`src/rtl/rxfs_pkg.sv`:
```
`timescale 1ns/1ps
package rxfs_pkg;
  // Control handed from the frame timer to the shifter.
  typedef struct packed {
    logic start;  // capture first data bit on this edge
    logic abort;  // drop the element in progress
  } rxfs_ctl_t;
endpackage

```
`src/rtl/rxfs_rst_sync.sv`:
```
`timescale 1ns/1ps
module rxfs_rst_sync #(
  parameter int STAGES = 2
) (
  input  logic clk,
  input  logic rst_n,
  output logic rst_q_n
);
  logic [STAGES-1:0] chain_q;

  always_ff @(posedge clk or negedge rst_n) begin
    if (!rst_n) chain_q <= '0;
    else        chain_q <= {chain_q[STAGES-2:0], 1'b1};
  end

  assign rst_q_n = chain_q[STAGES-1];
endmodule

```
`src/rtl/rxfs_frame_ctl.sv`:
```
`timescale 1ns/1ps
module rxfs_frame_ctl
  import rxfs_pkg::*;
#(
  parameter int ELEM_W  = 8,
  parameter int MAX_DLY = 2,
  parameter int DLY_W   = 2
) (
  input  logic             clk,
  input  logic             rst_n,
  input  logic             fs_i,
  input  logic [DLY_W-1:0] dly_i,
  input  logic             ignore_i,
  input  logic             clr_i,
  output rxfs_ctl_t        ctl_o,
  output logic             err_o
);
  localparam int CW = $clog2(ELEM_W + 1);

  logic [CW-1:0]    win_q, win_d;
  logic             pend_q, pend_d;
  logic [DLY_W-1:0] pcnt_q, pcnt_d;
  logic             err_q, err_d;
  logic [DLY_W-1:0] dly_eff;
  logic             in_win, early, abort, accept, start;

  // Clamp the requested delay to the supported range.
  assign dly_eff = (dly_i > DLY_W'(MAX_DLY)) ? DLY_W'(MAX_DLY) : dly_i;

  // Window covers the edges after an accepted pulse up to ELEM_W-1.
  assign in_win = (win_q != '0);
  assign early  = fs_i & in_win;
  assign abort  = early & ~ignore_i;
  assign accept = (fs_i & ~in_win) | abort;

  always_comb begin
    win_d  = win_q;
    pend_d = pend_q;
    pcnt_d = pcnt_q;
    err_d  = err_q;
    start  = 1'b0;

    if (accept)      win_d = CW'(1);
    else if (in_win) win_d = (win_q == CW'(ELEM_W - 1)) ? '0 : win_q + CW'(1);

    if (accept) begin
      start  = (dly_eff == '0);
      pend_d = (dly_eff != '0);
      pcnt_d = dly_eff - DLY_W'(1);
    end else if (pend_q) begin
      if (pcnt_q == '0) begin
        start  = 1'b1;
        pend_d = 1'b0;
      end else begin
        pcnt_d = pcnt_q - DLY_W'(1);
      end
    end

    if (clr_i)      err_d = 1'b0;
    else if (abort) err_d = 1'b1;
  end

  always_ff @(posedge clk or negedge rst_n) begin
    if (!rst_n) begin
      win_q  <= '0;
      pend_q <= 1'b0;
      pcnt_q <= '0;
      err_q  <= 1'b0;
    end else begin
      win_q  <= win_d;
      pend_q <= pend_d;
      pcnt_q <= pcnt_d;
      err_q  <= err_d;
    end
  end

  assign ctl_o.start = start;
  assign ctl_o.abort = abort;
  assign err_o       = err_q;

  p_err_hold_r9: assert property (@(posedge clk) disable iff (!rst_n)
    (err_q && !clr_i) |=> err_q);
  p_clr_wins_r9: assert property (@(posedge clk) disable iff (!rst_n)
    clr_i |=> !err_q);
  p_ignore_quiet_r5: assert property (@(posedge clk) disable iff (!rst_n)
    (ignore_i && !err_q) |=> !err_q);
  p_abort_flags_r6: assert property (@(posedge clk) disable iff (!rst_n)
    (abort && !clr_i) |=> err_q);
endmodule

```
`src/rtl/rxfs_shifter.sv`:
```
`timescale 1ns/1ps
module rxfs_shifter
  import rxfs_pkg::*;
#(
  parameter int ELEM_W = 8
) (
  input  logic              clk,
  input  logic              rst_n,
  input  logic              din_i,
  input  rxfs_ctl_t         ctl_i,
  output logic [ELEM_W-1:0] data_o,
  output logic              valid_o
);
  localparam int BW = $clog2(ELEM_W);

  logic [ELEM_W-1:0] sh_q, sh_d;
  logic [BW-1:0]     cnt_q, cnt_d;
  logic              busy_q, busy_d;
  logic [ELEM_W-1:0] out_q, out_d;
  logic              vld_q, vld_d;
  logic [ELEM_W-1:0] sh_next;

  assign sh_next = {sh_q[ELEM_W-2:0], din_i};

  always_comb begin
    sh_d   = sh_q;
    cnt_d  = cnt_q;
    busy_d = busy_q;
    out_d  = out_q;
    vld_d  = 1'b0;

    if (ctl_i.start) begin
      // A restart also lands here and overrides any completion.
      sh_d   = {{(ELEM_W-1){1'b0}}, din_i};
      cnt_d  = BW'(1);
      busy_d = 1'b1;
    end else if (ctl_i.abort) begin
      busy_d = 1'b0;
      cnt_d  = '0;
    end else if (busy_q) begin
      sh_d = sh_next;
      if (cnt_q == BW'(ELEM_W - 1)) begin
        out_d  = sh_next;
        vld_d  = 1'b1;
        busy_d = 1'b0;
        cnt_d  = '0;
      end else begin
        cnt_d = cnt_q + BW'(1);
      end
    end
  end

  always_ff @(posedge clk or negedge rst_n) begin
    if (!rst_n) begin
      sh_q   <= '0;
      cnt_q  <= '0;
      busy_q <= 1'b0;
      out_q  <= '0;
      vld_q  <= 1'b0;
    end else begin
      sh_q   <= sh_d;
      cnt_q  <= cnt_d;
      busy_q <= busy_d;
      out_q  <= out_d;
      vld_q  <= vld_d;
    end
  end

  assign data_o  = out_q;
  assign valid_o = vld_q;

  p_valid_pulse_r10: assert property (@(posedge clk) disable iff (!rst_n)
    valid_o |=> !valid_o);
  p_start_idle_r8: assert property (@(posedge clk) disable iff (!rst_n)
    (ctl_i.start && !ctl_i.abort) |-> !busy_q);
endmodule

```
`src/rtl/rxfs_rx.sv`:
```
`timescale 1ns/1ps
module rxfs_rx
  import rxfs_pkg::*;
#(
  parameter int ELEM_W  = 8,
  parameter int MAX_DLY = 2,
  parameter int DLY_W   = 2
) (
  input  logic              clk,
  input  logic              rst_n,
  input  logic              fsync,
  input  logic              sdata,
  input  logic [DLY_W-1:0]  dly_sel,
  input  logic              early_ignore,
  input  logic              err_clr,
  output logic [ELEM_W-1:0] elem_data,
  output logic              elem_valid,
  output logic              sync_err
);
  logic      rst_q_n;
  rxfs_ctl_t ctl;

  rxfs_rst_sync #(.STAGES(2)) u_rst (
    .clk     (clk),
    .rst_n   (rst_n),
    .rst_q_n (rst_q_n)
  );

  rxfs_frame_ctl #(.ELEM_W(ELEM_W), .MAX_DLY(MAX_DLY), .DLY_W(DLY_W)) u_ctl (
    .clk      (clk),
    .rst_n    (rst_q_n),
    .fs_i     (fsync),
    .dly_i    (dly_sel),
    .ignore_i (early_ignore),
    .clr_i    (err_clr),
    .ctl_o    (ctl),
    .err_o    (sync_err)
  );

  rxfs_shifter #(.ELEM_W(ELEM_W)) u_shf (
    .clk     (clk),
    .rst_n   (rst_q_n),
    .din_i   (sdata),
    .ctl_i   (ctl),
    .data_o  (elem_data),
    .valid_o (elem_valid)
  );

  p_abort_drop_r6: assert property (@(posedge clk) disable iff (!rst_q_n)
    ctl.abort |=> !elem_valid);
endmodule

```
`config.mk`:
```
export PLATFORM = sky130hd
export DESIGN_NAME = rxfs_rx
export DESIGN_NICKNAME = d
export VERILOG_FILES = /design/src/rtl/rxfs_pkg.sv /design/src/rtl/rxfs_rst_sync.sv /design/src/rtl/rxfs_frame_ctl.sv /design/src/rtl/rxfs_shifter.sv /design/src/rtl/rxfs_rx.sv
export SDC_FILE = /design/constraint.sdc
export NUM_CORES = 1
export LEC_CHECK = 0
export BUFFER_PORTS_ARGS = -buffer_cell sky130_fd_sc_hd__buf_2
export CAP_MARGIN = 20
export CORE_MARGIN = 4
export CORE_UTILIZATION = 50
export DETAILED_ROUTE_END_ITERATION = 10
export PLACE_DENSITY_LB_ADDON = 0.15
export SETUP_SLACK_MARGIN = 0.3
export SLEW_MARGIN = 20
export SYNTH_ARGS = -nofsm -noshare
export SYNTH_HDL_FRONTEND = slang
export SYNTH_SLANG_ARGS = --single-unit
export TNS_END_PERCENT = 10
```
`constraint.sdc`:
```
create_clock -name clk -period 0.9 [get_ports clk]
set_input_delay 0.225 -clock clk [delete_from_list [all_inputs] [get_ports clk]]
set_output_delay 0.225 -clock clk [all_outputs]
set_load 0.05 [all_outputs]
```
==> out/results.txt <==
Worst-case reg-to-reg path depth -> 7
Half-perimeter wire length after placement -> 1.93 mm
Post-synthesis cell area -> 1350 µm²
Peak Freq -> 0.518 GHz
Antenna-violating nets left -> 0
Global route overflow -> 0
Number of failing setup endpoints in the final timing report -> 38
Post-Synthesis Net Count -> 120
Routability cong. -> 0.761
Highest ir drop seen on vdd -> 2.08 mV
Overall die width -> 60.0 µm
Data arrival time of the critical path -> 2150 ps
Worst R2R End -> u_shf.data_o[0]
Worst Setup Path Type -> reg2reg
Cell with the largest stage delay on the worst path -> dfrtp_1
Met3 Resource Use GR -> 4.75%
WP data required -> 1110 ps
# Post-CTS Setup Buffers -> 0
Flop2flop setup slack -> -1030 ps
Path type of the worst min-delay path -> in2reg
Clock buffers created by TritonCTS -> 5
Non-filler cells, final -> 186
WL final -> 2.70 mm
Crit share post-route -> 215%
Number of sinks driven by the clock tree -> 30
Violation count after the first detailed-route iteration -> 18
GRT busiest layer -> met2
Clock transition at path regs -> 90 ps
Standby leakage power -> 0.934 nW
DRC errors left -> 0
Met1 Usage GRT -> 22.0%
Floorplan row count -> 18
Critical Path Fanout Max -> 4
Shortest period the worst path allows -> 1930 ps
Number of warnings issued by yosys -> 0
Final cell utilization of the core -> 74.3%
Max capacitance violation total -> 0
R2R Path Start -> u_ctl.win_q[1]
Antenna violations before repair -> 0
Pre-Repair DR Iteration Count -> 4
Number of different library cells in the post-synthesis netlist -> 28
Cell area power density -> 3040 nW/µm²
Mean cell area of the mapped netlist -> 12.5 µm²
Cells after synthesis -> 108
Combined area of the multi-input logic cells -> 658 µm²
Startpoint types -> flop
Hold Startpoint -> err_clr
Clk_skew -> 8.18 ps
Layout overhead on the synthesized area -> 38.5%
WL/cell -> 14.5 µm
Category of the worst setup path capture point -> flop
Cell chain of the critical path -> inv_1 -> ha_2 -> nor3b_4 -> o21ai_4 -> nor4b_4 -> buf_4 -> mux2_4
Post-Route Setup TNS -> -23900 ps
Routed vias -> 969
Unrepaired setup endpoints after global routing -> true
Overall die area -> 3600 µm²
Level count of the clock H-tree -> 2
Buffers plus inverters on the worst setup path -> 2
Worst hold slack -> 33.3 ps
Clk Latency, worst-skew pair -> 330 ps
TritonCTS clock tree -> yes
Port bufs -> 17
FF/Latch Area -> 752 µm²
Sequential fraction of the synthesis area -> 55.5%
Net count of the finished layout -> 167
Met2 track utilization from global routing -> 29.0%
Hold path depth -> 2
Fill cells -> 181
Cell Count Post-Placement -> 177
Hold Path End -> u_ctl.err_o
Worst stage delay on the critical path -> 390 ps
CTS Root Cell -> clkbuf_4
Maximum root-to-sink buffer count -> 2
Post-layout worst setup margin -> -1030 ps
Number of hold-slack violations in the final timing report -> 0
CP delay by family, top -> simple AND/OR/NAND/NOR gates
First-pass GRT wire length -> 4.62 mm
Final antenna diode count -> 0
Status -> finished, violations left
Initial core utilization -> 53.6%
Pre-CTS WS -> -1070 ps
Final Max Tran Viols -> 0
Post-synthesis register bit count -> 30
Routed vias/inst -> 5.21
I/O pin total -> 18
Fraction of final layout cells with drive strength greater than 1 -> 47.4%
Violations in the final reports -> setup timing
Std-Cell Core Area -> 2520 µm²
Largest net degree at the start of global routing -> 17
Global-route usage over all layers -> 18.4%
Vias in the first global route -> 1063
Die extent in y -> 60.0 µm
-- synth_stat cells (all sizes together) --
master | number | area, µm²
nor3b | 4 | 41.3
xnor2 | 1 | 8.76
nor4b | 2 | 47.6
nor3 | 4 | 20.0
mux2 | 9 | 101
a31oi | 1 | 6.26
nand3 | 2 | 10.0
ha | 4 | 50.1
dfrtp | 30 | 751
nand2 | 4 | 15.0
and4bb | 1 | 12.5
or2b | 1 | 7.51
mux2i | 9 | 90.1
o211ai | 1 | 7.51
a21oi | 3 | 15.0
nand2b | 2 | 12.5
o21bai | 2 | 15.0
nor2 | 13 | 48.8
conb | 1 | 3.75
o21ai | 5 | 36.3
a31o | 1 | 8.76
nand3b | 1 | 7.51
inv | 4 | 15.0
or2 | 1 | 6.26
buf | 1 | 5.00
o211a | 1 | 10.0
-- through the flow --
stage          total power, mW  instance area, µm²
2_1_floorplan             3.66                1350
3_3_place_gp              4.41                1660
3_5_place_dp              4.53                1660
4_1_cts                   5.69                1860
5_1_grt                   6.10                1870
6_report                  5.70                1870
-- layout make-up --
| cell class | count | area share (%) |
|---|---|---|
| inverters | 4 | 0.802 |
| well taps | 30 | 2.00 |
| clock inverters | 1 | 0.267 |
| clock buffers | 7 | 2.94 |
| flip-flops and latches | 30 | 40.1 |
| repair buffers | 41 | 18.7 |
| multi-input cells | 73 | 35.1 |
-- how the worst max path moves through the flow --
stage,depth (start not counted),end,start,slack (ps)
after floorplan,6,u_shf.data_o[0],u_ctl.win_q[0],-1170
after global placement,7,u_shf.data_o[5],u_ctl.win_q[0],-1030
after detailed placement,7,u_shf.data_o[6],u_ctl.win_q[0],-1070
after CTS,7,u_shf.data_o[6],u_ctl.win_q[1],-1040
after global routing,7,u_shf.data_o[7],u_ctl.win_q[1],-1150
final,7,u_shf.data_o[0],u_ctl.win_q[1],-1030
-- cells in the final DEF (no fill, tap or decap), types with 2 or more instances in the layout --
cell,netlist,final
nand2_1,4,3
clkbuf_4,0,5
ha_1,4,2
o21ai_0,4,3
nand2b_1,2,2
mux2i_1,9,9
buf_6,0,12
inv_1,4,4
nor3_1,4,2
mux2_4,0,8
nor3_2,0,2
dfrtp_1,30,29
a21oi_1,3,3
nor2_1,13,10
nor2_2,0,3
o21bai_1,2,2
buf_2,1,7
nor3b_1,3,2
nor4b_4,2,2
buf_4,0,20
nand3_1,2,2
-- power by group --
part	leakage (nW)	switching, mW	internal (mW)
Sequential	0.389	0.341	1.79
Combinational	0.510	1.35	1.38
Clock	0.0353	0.456	0.378
-- cells by family after synthesis --
group | after synthesis | synth area share (%)
buffers and inverters | 5 | 1.48
adders and majority gates | 4 | 3.70
xor gates and xnor gates | 1 | 0.648
other | 1 | 0.277
and+or+nand+nor | 35 | 16.9
AOI/OAI and AO/OA | 14 | 7.31
muxes | 18 | 14.2
DFF | 30 | 55.5
-- what timing repair did --
item / in CTS / in global routing
hold buffers: 1 / 0
hold endpoints to repair: 2 / 0
endpoints found under the setup margin: 38 / 38
cloned: 0 / 0
gates resized for setup: 41 / 3
pin swaps: 5 / 1
-- metal layers --
metal  up-vias  part of all wire, %  wire length, µm
met4         0                  2.5               68
li1        476                    -                -
met2        15                   49             1330
met1       471                   45             1220
met3         7                  3.4               91
met5         -                    0                0
-- worst register-to-register path: stages, from the launching register on --
cell and delay (ps):
dfrtp_1 390, inv_1 60, ha_2 180, nor3b_4 290
o21ai_4 90, nor4b_4 300, buf_4 200, mux2_4 300
-- registers in the layout, indices dropped and copies added (netlist names), 2 cells and up --
signal         count
u_ctl.pcnt_q       2
u_ctl.win_q        4
u_rst.chain_q      2
u_shf.cnt_q        3
u_shf.data_o       8
u_shf.sh_q         7
(Power assumes the default switching activity.)
